`src/rtl/mem_selftest.sv`:
```
module mem_selftest #(
  parameter int AW = 14,
  parameter int DW = 32
) (
  input  logic          clk,
  input  logic          rst_n,
  input  logic          ctl_we,
  input  logic          ctl_start,
  input  logic          ctl_enable,
  input  logic [2:0]    ctl_mode,
  input  logic          ctl_autoinc,
  input  logic [AW-1:0] ctl_addr,
  input  logic          dat_we,
  input  logic          dat_re,
  input  logic [DW-1:0] dat_wdata,
  output logic [DW-1:0] dat_rdata,
  output logic          cfg_enable,
  output logic [2:0]    cfg_mode,
  output logic          cfg_autoinc,
  output logic [AW-1:0] cfg_addr,
  output logic          bist_pass,
  output logic          bist_fail,
  output logic [AW-1:0] ram_addr,
  output logic [DW-1:0] ram_wdata,
  output logic          ram_we,
  output logic          ram_re,
  input  logic [DW-1:0] ram_rdata
);
  localparam logic [AW-1:0] LAST = '1;
  localparam logic [2:0] M_PAT = 3'b001, M_RD0 = 3'b011, M_FL1 = 3'b100,
                         M_RD1 = 3'b101, M_BYP = 3'b110;

  typedef enum logic [1:0] {S_IDLE, S_WR, S_RD, S_TAIL} st_t;
  st_t           st;
  logic [AW-1:0] idx;
  logic          chk_vld, err, rd_pend;
  logic [DW-1:0] chk_exp;

  function automatic logic [DW-1:0] word_for(input logic [2:0] m, input logic [AW-1:0] a);
    logic [DW-1:0] x;
    x = DW'(a);
    if (m == M_PAT) return ~x ^ (x << (DW/2));
    if (m == M_FL1 || m == M_RD1) return '1;
    return '0;
  endfunction

  wire busy    = (st != S_IDLE);
  wire go      = ctl_we && !busy && ctl_start && ctl_enable;
  wire rsv     = (ctl_mode == 3'b000) || (ctl_mode == 3'b111);
  wire go_rsv  = go && rsv;
  wire go_run  = go && !rsv && (ctl_mode != M_BYP);
  wire byp     = !busy && cfg_enable && (cfg_mode == M_BYP);
  wire byp_wr  = byp && dat_we;
  wire byp_rd  = byp && dat_re && !dat_we;
  wire mism    = chk_vld && (ram_rdata != chk_exp);

  assign ram_we    = (st == S_WR) || byp_wr;
  assign ram_re    = (st == S_RD) || byp_rd;
  assign ram_addr  = busy ? idx : cfg_addr;
  assign ram_wdata = busy ? word_for(cfg_mode, idx) : dat_wdata;

  always_ff @(posedge clk or negedge rst_n) begin
    if (!rst_n) begin
      st          <= S_IDLE;
      idx         <= '0;
      chk_vld     <= 1'b0;
      chk_exp     <= '0;
      err         <= 1'b0;
      rd_pend     <= 1'b0;
      dat_rdata   <= '0;
      cfg_enable  <= 1'b0;
      cfg_mode    <= 3'b000;
      cfg_autoinc <= 1'b1;
      cfg_addr    <= '0;
      bist_pass   <= 1'b1;
      bist_fail   <= 1'b0;
    end else begin
      rd_pend <= byp_rd;
      if (rd_pend) dat_rdata <= ram_rdata;

      if (ctl_we && !busy) begin
        cfg_enable  <= ctl_enable;
        cfg_mode    <= ctl_mode;
        cfg_autoinc <= ctl_autoinc;
        cfg_addr    <= ctl_addr;
      end else if ((byp_wr || byp_rd) && cfg_autoinc) begin
        cfg_addr <= cfg_addr + 1'b1;
      end

      if (go_rsv) begin
        bist_pass <= 1'b0;
        bist_fail <= 1'b1;
      end
      if (go_run) begin
        bist_pass <= 1'b0;
        bist_fail <= 1'b0;
        err       <= 1'b0;
        idx       <= '0;
        st        <= (ctl_mode == M_RD0 || ctl_mode == M_RD1) ? S_RD : S_WR;
      end

      chk_vld <= 1'b0;
      if (mism) err <= 1'b1;

      case (st)
        S_WR: begin
          idx <= idx + 1'b1;
          if (idx == LAST) begin
            if (cfg_mode == M_PAT) st <= S_RD;
            else begin
              st        <= S_IDLE;
              bist_pass <= 1'b1;
            end
          end
        end
        S_RD: begin
          idx     <= idx + 1'b1;
          chk_vld <= 1'b1;
          chk_exp <= word_for(cfg_mode, idx);
          if (idx == LAST) st <= S_TAIL;
        end
        S_TAIL: begin
          st        <= S_IDLE;
          bist_pass <= !(err || mism);
          bist_fail <= err || mism;
        end
        default: ;
      endcase
    end
  end

  AST_FLAG_EXCL: assert property (@(posedge clk) disable iff (!rst_n)
    !(bist_pass && bist_fail));
  AST_START_CLR: assert property (@(posedge clk) disable iff (!rst_n)
    go_run |=> (!bist_pass && !bist_fail));
  AST_DONE_ONE: assert property (@(posedge clk) disable iff (!rst_n)
    (st == S_TAIL) |=> (bist_pass ^ bist_fail));
  AST_RSV_FAIL: assert property (@(posedge clk) disable iff (!rst_n)
    go_rsv |=> (bist_fail && !bist_pass && !ram_we && !ram_re));
  AST_AUTOINC: assert property (@(posedge clk) disable iff (!rst_n)
    ((byp_wr || byp_rd) && cfg_autoinc && !ctl_we) |=> (cfg_addr == AW'($past(cfg_addr) + 1'b1)));
  AST_ADDR_HOLD: assert property (@(posedge clk) disable iff (!rst_n)
    (!ctl_we && !byp_wr && !byp_rd && !busy) |=> $stable(cfg_addr));
  AST_NO_STROBE: assert property (@(posedge clk) disable iff (!rst_n)
    (!busy && !(cfg_enable && cfg_mode == M_BYP)) |-> (!ram_we && !ram_re));
  AST_RAM_EXCL: assert property (@(posedge clk) disable iff (!rst_n)
    !(ram_we && ram_re));
endmodule

```
`config.mk`:
```
export PLATFORM = sky130hd
export DESIGN_NAME = mem_selftest
export DESIGN_NICKNAME = d
export VERILOG_FILES = /design/src/rtl/mem_selftest.sv
export SDC_FILE = /design/constraint.sdc
export NUM_CORES = 1
export LEC_CHECK = 0
export BUFFER_PORTS_ARGS = -buffer_cell sky130_fd_sc_hd__buf_2
export CORE_MARGIN = 1.5
export CORE_UTILIZATION = 33
export DETAILED_ROUTE_END_ITERATION = 16
export HOLD_SLACK_MARGIN = 0.12
export SKIP_CTS_REPAIR_TIMING = 1
export SLEW_MARGIN = 25
export SYNTH_ARGS = -nofsm -noshare
export SYNTH_HDL_FRONTEND = slang
export SYNTH_SLANG_ARGS = --single-unit
export TNS_END_PERCENT = 50
```
`constraint.sdc`:
```
create_clock -name clk -period 2.6 [get_ports clk]
set_input_delay 0.39 -clock clk [delete_from_list [all_inputs] [get_ports clk]]
set_output_delay 0.39 -clock clk [all_outputs]
set_load 0.005 [all_outputs]
```
Yosys cells after proc, flatten, opt, wreduce, memory -nomap -nowiden
Index checks and enable logic that the tools add are counted.
W data, S select, Z words.
{"block": "word_totals", "regBits": 104, "out_inout_bits": 101}
{"block": "classes", "addsub": 2, "eq_ne": 13, "mux": 35, "bitwise": 2, "n_reduce_logical": 31}
{"op": "$mux W32", "n": 7}
{"op": "$mux W14", "n": 5}
{"op": "$ne A32 B32 Y1", "n": 1}
{"op": "$not A14 Y32", "n": 1}
{"op": "$xor A32 B30 Y32", "n": 1}
{"op": "$add A14 B1 Y14 const B", "n": 2}
{"op": "$mux W1", "n": 16}
{"op": "$eq A3 B3 Y1 const B", "n": 5}
{"op": "$eq A14 B14 Y1 const B", "n": 1}
{"op": "$logic_and A1 B1 Y1", "n": 13}
{"op": "$mux W2", "n": 5}
{"op": "$reduce_bool A2 Y1", "n": 4}
{"op": "$logic_or A1 B1 Y1", "n": 7}
{"op": "$pmux W2 S3", "n": 1}
{"op": "$eq A2 B2 Y1 const B", "n": 2}
{"op": "$logic_not A1 Y1", "n": 4}
{"op": "$eq A3 B1 Y1 const B", "n": 1}
{"op": "$eq A3 B2 Y1 const B", "n": 1}
{"op": "$logic_not A3 Y1", "n": 1}
{"op": "$ne A3 B3 Y1 const B", "n": 1}
{"op": "$reduce_bool A3 Y1", "n": 1}
{"op": "$eq A2 B1 Y1 const B", "n": 1}
{"op": "$pmux W1 S2", "n": 1}
{"op": "$reduce_or A2 Y1", "n": 1}

Logic depth before layout (Yosys ltp)
{"block": "logic_depth", "depth_word": 11, "mapped_depth": 9}

Least setup slack after synthesis
OpenSTA, ideal clock, no wires.
{"block": "synth_path", "kind": "flip-flop to flip-flop", "startpoint": "register st[0]", "endpoint": "register idx[13]", "setup_ps": 79, "t_arrival_ps": 1846, "t_required_ps": 2521, "path_slack_ps": 675, "path_stages_with_launch": 8, "period_less_slack_ps": 1925, "path_cell_list": "dfrtp_1 -> inv_1 -> ha_1 -> and4_1 -> nand4_2 -> nor4_2 -> and3_1 -> mux2i_1"}
{"block": "synth_via", "elab_chain_cells": 8, "word_cells_on_any_way": 12, "classes_between": "eq/ne (2); mux (1); reduce/logical (9)"}
{"element": "start, declared", "line_no": "34", "rtl": "st_t st;"}
{"element": "start signal, assigned", "line_no": "99", "rtl": "st <= (ctl_mode == M_RD0 || ctl_mode == M_RD1) ? S_RD : S_WR;"}
{"element": "$reduce_bool A2 Y1", "line_no": "47", "rtl": "wire busy = (st != S_IDLE);"}
{"element": "$logic_not A1 Y1", "line_no": "48", "rtl": "wire go = ctl_we && !busy && ctl_start && ctl_enable;"}
{"element": "$logic_and A1 B1 Y1 (3 in series)", "line_no": "48"}
{"element": "$logic_and A1 B1 Y1 (2 in series)", "line_no": "51", "rtl": "wire go_run = go && !rsv && (ctl_mode != M_BYP);"}
{"element": "$reduce_bool A2 Y1 (no line)"}
{"element": "end signal, assigned", "line_no": "107", "rtl": "idx <= idx + 1'b1;"}
{"element": "end signal, assigned", "line_no": "117", "rtl": "idx <= idx + 1'b1;"}
{"element": "end, declared", "line_no": "35", "rtl": "logic [AW-1:0] idx;"}
Parallel ways exist; a longest one is shown, timed or not.
A chain may end at the register's enable or synchronous reset.

Worst setup path after layout
{"block": "layout_path", "startpoint": "register st[1]", "endpoint": "output ram_re"}
{"block": "layout_via", "elab_chain_cells": 7, "word_cells_on_any_way": 8, "classes_between": "eq/ne (1); reduce/logical (7)"}
{"element": "$reduce_bool A2 Y1", "line_no": "47"}
{"element": "$logic_not A1 Y1", "line_no": "52", "rtl": "wire byp = !busy && cfg_enable && (cfg_mode == M_BYP);"}
{"element": "$logic_and A1 B1 Y1 (2 in series)", "line_no": "52"}
{"element": "$logic_and A1 B1 Y1 (2 in series)", "line_no": "54", "rtl": "wire byp_rd = byp && dat_re && !dat_we;"}
{"element": "net byp_rd", "line_no": "54"}
{"element": "$logic_or A1 B1 Y1", "line_no": "58", "rtl": "assign ram_re = (st == S_RD) || byp_rd;"}
{"element": "end, declared", "line_no": "26", "rtl": "output logic ram_re,"}
The timed path passes the listed nets, and every way through them passes these cells.

==> run summary <==
Run status: finished, final reports clean
CTS clk-pin slew, worst paths: 0.06 ns
Final Wtd Congestion: 0.8681
Leak: 3.315 nW
I/O Buffers: 189
Initial core utilization: 33.82%
Vias per std cell: 5.092
Tot Pwr: 7.225 mW
Slew margin rel.: 41.58%
Post-Place Worst Slack: 0.3304 ns
Logic pwr share: 48.7%
H-tree depth: 3
Met2 WL: 7555 µm
Clock sink count: 87
Sequential Area: 2180 µm²
Final setup viols: 0
# nets final: 806
Hpwl dp: 11450 µm
Setup Total Neg Slack: 0 ns
Antenna violations before repair: 0
Achievable clock frequency: 0.4095 GHz
Psw: 2.962 mW
Area of the multi-input gates: 2540 µm²
Hold crit path type: input port to asynchronous set/reset pin
Synthesized cell area: 4915 µm²
Cell Rows: 44
Synth cell types: 51
Final setup skew: 0.006593 ns
Vias in the first global route: 4599
Most frequent cells in the layout: 188 x buf_2, 85 x dfrtp_1, 67 x nand2_1, 47 x mux2_2, 39 x o21ai_0
Tcrit/Tclk final: 93.91%
Vias: 4573
# diodes: 0
Pin count of the biggest net entering global routing: 68
Ys flop type: dfrtp_1
Crit end category: output port
Yosys top cell area share: 43.28%
Met1 wire length: 6541 µm
Max Cap Viol: 0
Worst Path Required: 2.21 ns
DRC violation total after the first TritonRoute iteration: 265
Total track usage: 19.24%
Tmin final: 2.442 ns
Share of cells above drive strength 1: 38.38%
Final hold violations: 0
Reg-to-reg slack, setup: 0.44 ns
Pre-antenna DRT Iters: 5
Area leader, netlist: dfrtp_1
Net Sw Frac: 40.99%
Startpoint types: flop
Die width: 125.0 µm
Synthesized Nets: 624
Residual DRC: 0
Die H: 125.0 µm
Setup CP Type: flop to output port
Flop pwr share: 33.4%
Root Driver: clkbuf_16
Fillers: 1452
Pwr dens: 1135 nW/µm²
I/O Pins: 190
Drt wl/cell: 16.72 µm
Max layer used: met4
Commonest non-fill, non-tap cell in the layout: buf_2
Seq/Total Area, Yosys: 44.35%
Area delta synth->final: 29.48%
Die ar.: 15630 µm²
Routed wl met3: 490 µm
Critical Path Fanout Max: 14
First-pass GRT wire length: 24140 µm
Max Root-Sink Buffers: 2
Clock Power Share: 17.9%
Grt ovf: 0
RSZ-0062 raised after global routing: no
Tightest Pin Transition: 0.8763 ns
Clock latency on the worst-skew pair: 0.35 ns
Final core occ: 43.78%
Post-synth EDFFs: 0
Internal power: 4.263 mW
Syn_area_per_cell: 9.308 µm²
Synth Warn #: 0
Core box area: 14530 µm²
Final Slew Violations: 0
#FFs+latches synth: 87
Critical path arrival: 2.05 ns
CTS tree: yes
Total CTS buffers: 9
Asr flop ratio synth: 100.0%
Worst setup margin: 0.1582 ns
WL final: 15020 µm
IR drop worst, VDD: 475.5 µV
Synth area leaders: dfrtp_1 43%, mux2_2 11%, a21o_1 5.7%, nand2_1 5.1%, o21ai_0 4.0%
ANT nets after route: 0
Syn Inst Count: 528
[worst paths after layout]
kind / cells after the start / end / start
worst max-delay path: 7 / ram_re / st[1]
worst min-delay path: 1 / cfg_mode[1] / rst_n
worst max register to register: 7 / idx[13] / st[1]
worst min register to register: 2 / cfg_autoinc / cfg_autoinc
max in group asynchronous: 2 / cfg_addr[1] / rst_n
min in group clk: 3 / cfg_autoinc / ctl_autoinc
[power groups by stage]
stage	Sequential, mW	Combinational (mW)	Clock (mW)
after floorplan	2.29	2.15	0
after global placement	2.41	3.45	0
after detailed placement	2.43	3.51	0
after CTS	2.41	3.52	1.33
after global routing	2.50	3.91	1.38
final	2.41	3.52	1.30
[area by class of cell]
type                            count  share of cell area [%]
Multi-Input combinational cell    389                   39.91
Sequential cell                    87                   34.25
Timing Repair Buffer              202                   16.44
Tap cell                          184                   3.618
Clock buffer                       10                   3.598
Inverter                           21                   1.239
Clock inverter                      5                  0.9438
[cell usage after synthesis (2+ instances only)]
library cell  instances
dfrtp_1              85
nand2_1              67
mux2_2               47
o21ai_0              39
a21o_1               37
a21oi_1              36
nor2_1               27
nor3_1               27
inv_1                21
clkbuf_1             19
nand3_1              15
and3_1               13
xnor2_1              11
o22ai_1               9
ha_1                  7
nand4_1               7
buf_1                 6
buf_2                 4
mux2i_1               4
o31ai_1               4
a31oi_1               3
o211ai_1              3
xor2_1                3
a22o_1                2
a22oi_1               2
buf_4                 2
dfstp_2               2
nand3_2               2
nor3b_1               2
[critical path, cell delays in order, from the launching register on]
cell and delay (ns):
dfrtp_1 0.43, inv_1 0.17, ha_4 0.26, nand2_1 0.13, nor3_1 0.23, and3b_1 0.24, or2_2 0.12, buf_2 0.12
[layer usage]
metal,global-route usage (%),up-vias
met1,25.19,2183
met2,31.98,124
met4,8.556,0
met3,2.396,26
met5,0,-
li1,-,2240
[cells by family (layout without fill, tap and decap cells)]
group	after synthesis	after routing	share of synthesized area (%)
flops	87	87	44.35
simple gates	173	173	17.08
mux	51	51	11.58
buf+inv	52	238	4.226
fa+ha+maj	7	7	1.782
compound gates	144	144	18.48
xor+xnor	14	14	2.495
[stage by stage]
stage | area [µm²] | hold WS (ns) | cells
after floorplan | 4915 | 0.09441 | 528
after global placement | 6065 | 0.4582 | 883
after detailed placement | 6065 | 0.4646 | 883
after CTS | 6354 | 0.2027 | 898
after global routing | 6364 | 0.2351 | 898
final | 6364 | 0.1478 | 898
[sequential cells by signal, indices dropped and copies added, names as in the netlist]
register / count
dat_rdata: 32
chk_exp: 15
cfg_addr: 14
idx: 14
cfg_mode: 3
st: 2
bist_fail: 1
bist_pass: 1
cfg_autoinc: 1
cfg_enable: 1
chk_vld: 1
err: 1
rd_pend: 1
No activity file was read; power rests on OpenSTA's default activity.
